$ cat config.mk
export PLATFORM = sky130hd
export DESIGN_NAME = pwmx_bank
export DESIGN_NICKNAME = d
export VERILOG_FILES = /design/src/rtl/pwmx_pkg.sv /design/src/rtl/pwmx_shadow.sv /design/src/rtl/pwmx_chan.sv /design/src/rtl/pwmx_bank.sv
export SDC_FILE = /design/constraint.sdc
export NUM_CORES = 1
export LEC_CHECK = 0
export CAP_MARGIN = 25
export CORE_UTILIZATION = 45
export CTS_CLUSTER_SIZE = 40
export DETAILED_ROUTE_END_ITERATION = 8
export GPL_TIMING_DRIVEN = 0
export PLACE_DENSITY = 0.57
export RECOVER_POWER = 25
export SKIP_LAST_GASP = 1
export SYNTH_ARGS = -nofsm -noshare
export SYNTH_HDL_FRONTEND = slang
export SYNTH_SLANG_ARGS = --single-unit
$ cat constraint.sdc
create_clock -name clk -period 7.5 [get_ports clk]
set_input_delay 0.75 -clock clk [delete_from_list [all_inputs] [get_ports clk]]
set_output_delay 0.75 -clock clk [all_outputs]
set_load 0.01 [all_outputs]
$ cat src/rtl/pwmx_pkg.sv
package pwmx_pkg;
    localparam int WORD_W    = 32;
    localparam int FIELD_HI  = 16;
    localparam int BIT_EN    = 31;
    localparam int BIT_COMMIT = 30;

    typedef enum logic [1:0] {
        ST_OFF  = 2'd0,
        ST_RUN  = 2'd1,
        ST_PEND = 2'd2
    } chan_state_e;
endpackage

$ cat src/rtl/pwmx_shadow.sv
module pwmx_shadow
    import pwmx_pkg::*;
#(
    parameter int DW = 16
) (
    input  logic              clk,
    input  logic              rst_n,
    input  logic              wr_timing,
    input  logic              wr_ctrl,
    input  logic [WORD_W-1:0] wdata,
    output logic [DW-1:0]     sh_hi,
    output logic [DW-1:0]     sh_div,
    output logic [DW-1:0]     sh_pre,
    output logic              sh_en,
    output logic              commit,
    output logic [WORD_W-1:0] rd_timing,
    output logic [WORD_W-1:0] rd_ctrl
);
    // Shadow fields: written by software, read back, copied on commit
    always_ff @(posedge clk or negedge rst_n) begin
        if (!rst_n) begin
            sh_hi  <= '0;
            sh_div <= '0;
            sh_pre <= '0;
            sh_en  <= 1'b0;
            commit <= 1'b0;
        end else begin
            if (wr_timing) begin
                sh_hi  <= wdata[DW-1:0];
                sh_div <= wdata[FIELD_HI +: DW];
            end
            if (wr_ctrl) begin
                sh_pre <= wdata[DW-1:0];
                sh_en  <= wdata[BIT_EN];
            end
            commit <= wr_ctrl && wdata[BIT_COMMIT];
        end
    end

    // Readback: commit bit never stored, so it reads 0
    always_comb begin
        rd_timing = '0;
        rd_timing[DW-1:0]        = sh_hi;
        rd_timing[FIELD_HI +: DW] = sh_div;
        rd_ctrl = '0;
        rd_ctrl[DW-1:0] = sh_pre;
        rd_ctrl[BIT_EN] = sh_en;
    end
endmodule

$ cat src/rtl/pwmx_chan.sv
module pwmx_chan
    import pwmx_pkg::*;
#(
    parameter int DW = 16
) (
    input  logic          clk,
    input  logic          rst_n,
    input  logic          commit,
    input  logic [DW-1:0] sh_hi,
    input  logic [DW-1:0] sh_div,
    input  logic [DW-1:0] sh_pre,
    input  logic          sh_en,
    output logic          pwm_o
);
    chan_state_e   state_q, state_d;
    logic [DW-1:0] hi_act, div_act, pre_act;
    logic [DW-1:0] pre_cnt, per_cnt;
    logic          pre_wrap, per_wrap, load;

    assign pre_wrap = (pre_cnt == pre_act);
    assign per_wrap = pre_wrap && (per_cnt == div_act);
    assign load     = ((state_q == ST_OFF) && commit) ||
                      ((state_q == ST_PEND) && per_wrap);

    // Next-state logic
    always_comb begin
        state_d = state_q;
        unique case (state_q)
            ST_OFF:  if (commit)   state_d = sh_en ? ST_RUN : ST_OFF;
            ST_RUN:  if (commit)   state_d = ST_PEND;
            ST_PEND: if (per_wrap) state_d = sh_en ? ST_RUN : ST_OFF;
            default: state_d = ST_OFF;
        endcase
    end

    // State register
    always_ff @(posedge clk or negedge rst_n) begin
        if (!rst_n) state_q <= ST_OFF;
        else        state_q <= state_d;
    end

    // Active settings, copied from the shadow fields on load
    always_ff @(posedge clk or negedge rst_n) begin
        if (!rst_n) begin
            hi_act  <= '0;
            div_act <= '0;
            pre_act <= '0;
        end else if (load) begin
            hi_act  <= sh_hi;
            div_act <= sh_div;
            pre_act <= sh_pre;
        end
    end

    // Two-stage counter
    always_ff @(posedge clk or negedge rst_n) begin
        if (!rst_n) begin
            pre_cnt <= '0;
            per_cnt <= '0;
        end else if (load || state_q == ST_OFF) begin
            pre_cnt <= '0;
            per_cnt <= '0;
        end else if (pre_wrap) begin
            pre_cnt <= '0;
            per_cnt <= per_wrap ? '0 : per_cnt + DW'(1);
        end else begin
            pre_cnt <= pre_cnt + DW'(1);
        end
    end

    // Output
    always_comb begin
        pwm_o = (state_q != ST_OFF) && (per_cnt < hi_act);
    end

    p_pre_bound_r3: assert property (@(posedge clk) disable iff (!rst_n)
        (state_q != ST_OFF) |-> (pre_cnt <= pre_act));
    p_per_bound_r3: assert property (@(posedge clk) disable iff (!rst_n)
        (state_q != ST_OFF) |-> (per_cnt <= div_act));
    p_off_idle_r9: assert property (@(posedge clk) disable iff (!rst_n)
        (state_q == ST_OFF) |-> (pre_cnt == '0 && per_cnt == '0 && !pwm_o));
    p_full_duty_r5: assert property (@(posedge clk) disable iff (!rst_n)
        (state_q != ST_OFF && hi_act > div_act) |-> pwm_o);
    p_boundary_load_r8: assert property (@(posedge clk) disable iff (!rst_n)
        (state_q == ST_PEND && per_wrap) |=> (pre_cnt == '0 && per_cnt == '0));
    p_defer_r8: assert property (@(posedge clk) disable iff (!rst_n)
        (state_q == ST_PEND && !per_wrap) |=>
            ($stable(hi_act) && $stable(div_act) && $stable(pre_act)));
endmodule

$ cat src/rtl/pwmx_bank.sv
module pwmx_bank
    import pwmx_pkg::*;
#(
    parameter  int NCH = 4,
    parameter  int DW  = 16,
    localparam int CW  = (NCH > 1) ? $clog2(NCH) : 1,
    localparam int AW  = CW + 3
) (
    input  logic              clk,
    input  logic              rst_n,
    input  logic [AW-1:0]     bus_addr,
    input  logic              bus_wr,
    input  logic [WORD_W-1:0] bus_wdata,
    output logic [WORD_W-1:0] bus_rdata,
    output logic [NCH-1:0]    pwm_out
);
    logic [CW-1:0]     ch_idx;
    logic              sel_ctrl;
    logic              unused_addr_bits;
    logic [WORD_W-1:0] rd_timing [NCH];
    logic [WORD_W-1:0] rd_ctrl   [NCH];

    assign ch_idx           = bus_addr[AW-1:3];
    assign sel_ctrl         = bus_addr[2];
    assign unused_addr_bits = ^bus_addr[1:0];

    for (genvar g = 0; g < NCH; g++) begin : g_ch
        logic          hit;
        logic [DW-1:0] sh_hi, sh_div, sh_pre;
        logic          sh_en, commit;

        assign hit = bus_wr && (ch_idx == CW'(g));

        pwmx_shadow #(.DW(DW)) i_shadow (
            .clk       (clk),
            .rst_n     (rst_n),
            .wr_timing (hit && !sel_ctrl),
            .wr_ctrl   (hit && sel_ctrl),
            .wdata     (bus_wdata),
            .sh_hi     (sh_hi),
            .sh_div    (sh_div),
            .sh_pre    (sh_pre),
            .sh_en     (sh_en),
            .commit    (commit),
            .rd_timing (rd_timing[g]),
            .rd_ctrl   (rd_ctrl[g])
        );

        pwmx_chan #(.DW(DW)) i_chan (
            .clk    (clk),
            .rst_n  (rst_n),
            .commit (commit),
            .sh_hi  (sh_hi),
            .sh_div (sh_div),
            .sh_pre (sh_pre),
            .sh_en  (sh_en),
            .pwm_o  (pwm_out[g])
        );
    end

    always_comb begin
        bus_rdata = '0;
        for (int i = 0; i < NCH; i++) begin
            if (ch_idx == CW'(i))
                bus_rdata = sel_ctrl ? rd_ctrl[i] : rd_timing[i];
        end
    end

    p_commit_reads_zero_r2: assert property (@(posedge clk) disable iff (!rst_n)
        sel_ctrl |-> !bus_rdata[BIT_COMMIT]);
endmodule

==> summary.md, run 1 <==
| Metric | Value |
|---|---|
| First-pass GRT wire length | 109 mm |
| Path type of the worst min-delay path | in2async |
| Outcome | finished, final reports clean |
| Number of buffers created by CTS | 58 |
| Final max-slew violation count | 0 |
| Worst EP required | 6.75 ns |
| RSZ-0062 raised after global routing | false |
| Syn avg cell area | 12.7 sq um |
| Relative slew margins | 30.1% |
| Die ar. | 0.0579 sq mm |
| Fin. Hold Viols | 0 |
| Gate power share | 22.9% |
| DRC errors left | 0 |
| Routed Antenna Nets | 0 |
| Reg2Reg Launch Point | g_ch[1].i_chan.pre_cnt[11] |
| Syn Std Cell Area | 0.0256 sq mm |
| Total of max-cap violations | 0 |
| Fin crit period | 4.56 ns |
| Area after DPL | 0.0274 sq mm |
| Nets | 2257 |
| Clock root buffer | clkbuf_16 |
| H-Tree Level Count | 2 |
| Post-CTS Setup Bufs | 0 |
| Synth top area share | 51.6% |
| Critical setup path kind | in2out |
| Layout cell share with drive strength beyond 1 | 27.4% |
| Final Wtd Congestion | 0.876 |
| Vias per inst | 5.60 |
| N_diodes | 0 |
| Die Wd | 241 microns |
| Leakage | 0.0129 uW |
| Syn_nets | 2121 |
| HPWL Detailed | 54.6 mm |
| Final setup fails | 0 |
| Asr flop ratio synth | 100% |
| Vias in the first global route | 16689 |
| Rows | 87 |
| Cell count after synthesis | 2013 |
| Internal power | 6640 uW |
| Psw | 2920 uW |
| Final Cell Area | 0.0295 sq mm |
| IO buf count | 70 |
| Worst setup EP type | output pin |
| FF-to-FF End | g_ch[1].i_chan.div_act[12] |
| Core Area | 0.0563 sq mm |
| Worst Setup SP | bus_addr[4] |
| Top FF cell, synth | dfrtp_1 |
| Fin Hold WS | 0.153 ns |
| Syn. warnings | 0 |
| Total Routing Usage GR | 25.7% |
| Top post-synthesis cells by area | dfrtp_1 (52%), mux2_2 (17%), mux4_2 (4.3%) |
| Initial DRC count | 1327 |
| Area leader, netlist | dfrtp_1 |
| Area Overhead vs Synth | 15.2% |
| CTS tree | done |
| Element type at the critical path start | input pin |
| Clk sinks | 528 |
| Register bit count reported by yosys | 528 |
| Seq pwr share | 44.4% |
| Setup tns final | 0 ns |
| Detailed Route WL | 72.0 mm |
| Die Height | 241 microns |
| I/O Pins | 76 |
| Reg2Reg Depth | 10 |
| Reg2Reg Setup Slack | 4.25 ns |
| Largest net degree at the start of global routing | 120 |
| Post-CTS Resized | 0 |
| Synth unique cells | 58 |
| Net Sw Frac | 30.5% |
| Clock power frac | 32.7% |
| EDFF count, synth | 0 |
| Seq/Total Area, Yosys | 51.6% |
| Skew-Pair Late Insertion Delay | 0.61 ns |
| Power density of the placed cells | 324 mW/mm^2 |
| Via count | 16537 |
| Hold Buf Count CTS | 0 |
| Initial antenna violation count | 6 |
| Crit path to | bus_rdata[5] |
| Maximum fanout along the worst path | 10 |
| Worst EP arrival | 3.81 ns |
| Gr ovfl total | 0 |
| Maximum clock frequency | 219 MHz |
| Reg clk slew, reported paths | 0.07 ns |
| Clock buffer depth | 3 |
| Fin crit share | 60.8% |
| Worst-margin pin slew | 1.04 ns |
| Clock Skews | 0.0147 ns |
| Peak supply drop | 0.213 mV |
| Initial Util | 45.5% |
| Routed len/inst | 24.4 microns |
| Pre-antenna DRT Iters | 5 |
==> layer usage <==
| layer | vias up | share of wire, % | track usage (%) |
|---|---|---|---|
| met5 | - | 0.054 | 0 |
| met4 | 6 | 2.9 | 7.99 |
| met3 | 113 | 4.4 | 3.59 |
| met2 | 352 | 47 | 41.5 |
| met1 | 8587 | 45 | 35.9 |
| li1 | 7479 | - | - |
==> power by group through the flow <==
stage          clock (uW)  sequential, uW  combinational (uW)
3_3_place_gp            0            4290                2130
4_1_cts              3190            4260                2210
3_5_place_dp            0            4310                2190
6_report             3130            4240                2190
5_1_grt              3290            4320                2420
2_1_floorplan           0            3920                1590
==> worst max-delay path, cell delays in order <==
cell,delay [ns]
clkdlybuf4s50_1,0.63
clkbuf_1,0.37
buf_1,0.78
mux4_2,0.45
mux2_2,0.33
clkdlybuf4s50_1,0.49
==> worst min-delay path by stage <==
stage	to	slack (ns)	cells after the start
2_1_floorplan	g_ch[0].i_chan.div_act[0]	0.45	0
3_3_place_gp	g_ch[2].i_chan.hi_act[9]	0.49	1
3_5_place_dp	g_ch[3].i_chan.hi_act[12]	0.49	1
4_1_cts	g_ch[3].i_chan.pre_cnt[11]	0.18	1
5_1_grt	g_ch[3].i_chan.pre_cnt[9]	0.23	1
6_report	g_ch[3].i_chan.pre_cnt[15]	0.15	1
==> placed cells by master (no fill, tap or decap), types with 21 or more instances in the layout <==
cell type / Yosys / final
nand2_1: 74 / 74
and3_1: 29 / 29
nor2_1: 115 / 115
mux2_2: 386 / 386
xor2_1: 92 / 92
dfrtp_1: 528 / 528
a21oi_1: 35 / 35
nor2b_1: 21 / 21
inv_1: 79 / 79
nand3_1: 52 / 52
nand4_1: 46 / 46
mux4_2: 49 / 49
ha_1: 68 / 68
clkbuf_16: 0 / 59
clkdlybuf4s50_1: 0 / 69
xnor2_1: 113 / 113
clkbuf_1: 54 / 60
o21ai_0: 30 / 30
==> cells in the mapped netlist, types with 5 or more instances <==
cell type / instances
a211oi_1: 10
a21o_1: 16
a21oi_1: 35
a22oi_1: 9
a31oi_1: 6
and2_1: 9
and3_1: 29
and4_1: 13
buf_1: 9
buf_2: 14
buf_4: 6
clkbuf_1: 54
dfrtp_1: 528
ha_1: 68
inv_1: 79
mux2_2: 386
mux2_4: 20
mux4_2: 49
nand2_1: 74
nand2b_1: 7
nand3_1: 52
nand3b_1: 6
nand4_1: 46
nor2_1: 115
nor2b_1: 21
nor3_1: 9
nor3b_1: 5
nor4_1: 18
o2111ai_1: 6
o211ai_1: 8
o21ai_0: 30
o31ai_1: 19
or2_2: 6
or4_1: 5
xnor2_1: 113
xor2_1: 92
==> registers in the layout (all words and copies together), names as in the netlist, 8 cells and up <==
name,count
g_ch.i_chan.pre_act,64
g_ch.i_shadow.sh_div,64
g_ch.i_shadow.sh_hi,64
g_ch.i_chan.div_act,64
g_ch.i_chan.state_q,8
g_ch.i_chan.pre_cnt,64
g_ch.i_chan.per_cnt,64
g_ch.i_chan.hi_act,64
g_ch.i_shadow.sh_pre,64
==> logic make-up after synthesis <==
kind of cell    synth area share [%]
compound gates                  4.20
xor+xnor                        7.01
fa+ha+maj                       3.32
buf+inv                         2.71
flops                           51.6
mux                             22.6
simple gates                    8.59
==> cell type report <==
type                    instances  area (sq um)
fillers                      4947         26800
flip-flops and latches        528         13200
multi-input cells            1319         11700
clock buffers                  80          1710
well taps                     756           946
repair buffers                 76           836
clock inverters                28           403
plain buffers                  87           397
inverters                      79           297
==> metrics by stage <==
stage,utilization (%),total power [uW],setup slack (ns),std cells
after floorplan,-,5510,4.33,2013
after global placement,48.4,6420,-17.95,2839
after detailed placement,48.7,6490,2.99,2844
after CTS,52.4,9650,2.99,2952
after global routing,52.4,10000,2.90,2953
final,52.4,9560,2.94,2953
(Power assumes the default switching activity.)
==> run 2: changes to the inputs <==
PLACE_DENSITY = 0.6   (was 0.57)
clock period = 4.1 ns   (was 7.5 ns; I/O delays follow)
==> run 2 against run 1 <==
Effect of this change: the flow now finishes with violations (capacitance limit, slew limit); total power rose by 81%; wire length fell by 1.6%; first-iteration DRC count fell by 5.4%; core utilization fell by 0.13 points; worst hold slack improved by 0.18 ns; combinational power rose by 83%; flip-flop and latch count did not move; count of clock-buffer cells in the layout fell by 2; clock skew rose by 0.0042 ns; clock power rose by 77%; final cell count barely moved; via count rose by 0.22%; critical path type unchanged; highest routed layer unchanged.
==> summary.md, run 2 (same netlist as run 1, synthesis figures left out) <==
| Metric | Value |
|---|---|
| Pre-antenna DRT Iters | 5 |
| Worst setup EP type | output pin |
| Die Height | 241 microns |
| Nets | 2258 |
| Outcome | finished with violations |
| Skew-Pair Late Insertion Delay | 0.63 ns |
| Layout cell share with drive strength beyond 1 | 27.1% |
| Clock buffer depth | 3 |
| Initial Util | 45.5% |
| Worst EP required | 3.69 ns |
| N_diodes | 0 |
| CTS tree | done |
| Maximum fanout along the worst path | 10 |
| DRC errors left | 0 |
| Vias per inst | 5.62 |
| Routed Antenna Nets | 0 |
| I/O Pins | 76 |
| Final Cell Area | 0.0294 sq mm |
| Power density of the placed cells | 588 mW/mm^2 |
| Clock root buffer | clkbuf_16 |
| Peak supply drop | 0.399 mV |
| Failing checks | capacitance limit, slew limit |
| Maximum clock frequency | 255 MHz |
| IO buf count | 70 |
| Relative slew margins | -26.2% |
| Total Routing Usage GR | 25.3% |
| Final Wtd Congestion | 0.870 |
| Core Area | 0.0563 sq mm |
| Reg clk slew, reported paths | 0.06 ns |
| Gr ovfl total | 0 |
| Total of max-cap violations | 1 |
| Fin crit share | 95.7% |
| Die Wd | 241 microns |
| RSZ-0062 raised after global routing | false |
| Initial antenna violation count | 4 |
| Initial DRC count | 1255 |
| Area after DPL | 0.0274 sq mm |
| Area Overhead vs Synth | 14.9% |
| Path type of the worst min-delay path | in2async |
| Element type at the critical path start | input pin |
| H-Tree Level Count | 2 |
| Vias in the first global route | 16901 |
| Fin crit period | 3.92 ns |
| Critical setup path kind | in2out |
| Commonest non-fill, non-tap cell in the layout | dfrtp_1 |
| Setup tns final | 0 ns |
| Final setup fails | 0 |
| Die ar. | 0.0579 sq mm |
| Number of buffers created by CTS | 57 |
| Worst-margin pin slew | 1.89 ns |
| Post-CTS Setup Bufs | 0 |
| Routed len/inst | 24.0 microns |
| Clk sinks | 528 |
| Rows | 87 |
| Final max-slew violation count | 77 |
| Leakage | 0.0129 uW |
| First-pass GRT wire length | 108 mm |
| Worst EP arrival | 3.51 ns |
| HPWL Detailed | 53.5 mm |
| Finished Core Util | 52.3% |
| Largest net degree at the start of global routing | 118 |
| Clock Skews | 0.0189 ns |
| Fin. Hold Viols | 0 |
| Detailed Route WL | 70.8 mm |
| Via count | 16573 |
| Commonest cells after routing, fill and taps aside | dfrtp_1 (528), mux2_2 (386), nor2_1 (115) |
| Pwr Total | 17300 uW |
[run 2: changes by cell type in the layout (fill, tap and decap cells not counted)]
cell / before / now
clkbuf_16: 59 / 57
clkdlybuf4s50_1: 69 / 68
clkbuf_1: 60 / 63
clkinv_8: 0 / 2
bufinv_16: 10 / 9
clkbuf_8: 15 / 12
clkbuf_2: 0 / 1
dlygate4sd3_1: 0 / 2
clkinv_2: 14 / 10
inv_6: 1 / 2
[run 2: through the flow]
step,instances,hold slack [ns],worst slack (ns)
2_1_floorplan,2013,0.114,1.61
3_3_place_gp,2839,0.493,-20.82
3_5_place_dp,2845,0.418,0.291
4_1_cts,2950,0.356,0.283
5_1_grt,2951,0.397,0.0844
6_report,2951,0.330,0.178
[run 2: path summary, 6_finish.rpt]
path | from | to | cells past startpoint | slack, ns
max | bus_addr[4] | bus_rdata[5] | 6 | 0.18
min | rst_n | g_ch[3].i_chan.pre_cnt[8] | 2 | 0.33
max reg2reg | g_ch[1].i_chan.pre_cnt[7] | g_ch[1].i_chan.div_act[10] | 9 | 0.85
min reg2reg | g_ch[0].i_chan.hi_act[3] | g_ch[0].i_chan.hi_act[3] | 1 | 0.51
max in group asynchronous | rst_n | g_ch[1].i_chan.hi_act[12] | 4 | 1.10
min in group clk | bus_wr | g_ch[1].i_shadow.sh_div[12] | 4 | 0.46
[run 2: cell type report]
class / instances / area, sq um
buffer: 87 / 397
clock buffer: 78 / 1630
clock inverter: 26 / 394
fill: 4858 / 26800
inverter: 79 / 297
multi-input combinational: 1319 / 11700
sequential: 528 / 13200
tap: 756 / 946
timing repair buffer: 78 / 851
[run 2: routing by layer]
layer	vias to the layer above	global-route usage (%)	share of wire (%)
li1	7457	-	-
met1	8573	35.5	45
met2	409	39.3	46
met3	130	4.06	4.6
met4	4	10.5	4.2
met5	-	0	0.038
[run 2: power by group]
part	internal, uW	switching [uW]	leakage [uW]
logic	2150	1850	0.00512
registers	6480	1290	0.00675
clock network	3340	2200	0.000993
[run 2: what timing repair did]
| action | in CTS | in global routing |
|---|---|---|
| hold endpoints to repair | 74 | 0 |
| hold buffers | 1 | 0 |
| resized for setup | 0 | 0 |
| setup endpoints to repair | 0 | 0 |
[run 2: worst max-delay path: stages]
cell	delay, ns
dlygate4sd3_1	0.70
clkbuf_1	0.36
buf_1	0.75
mux4_2	0.46
mux2_2	0.33
clkdlybuf4s50_1	0.48
==> run 3: changes to the inputs <==
PLACE_DENSITY = unset   (was 0.6)
==> results of run 3 <==
Final layout, timing and power as in run 2 (identical DEF).
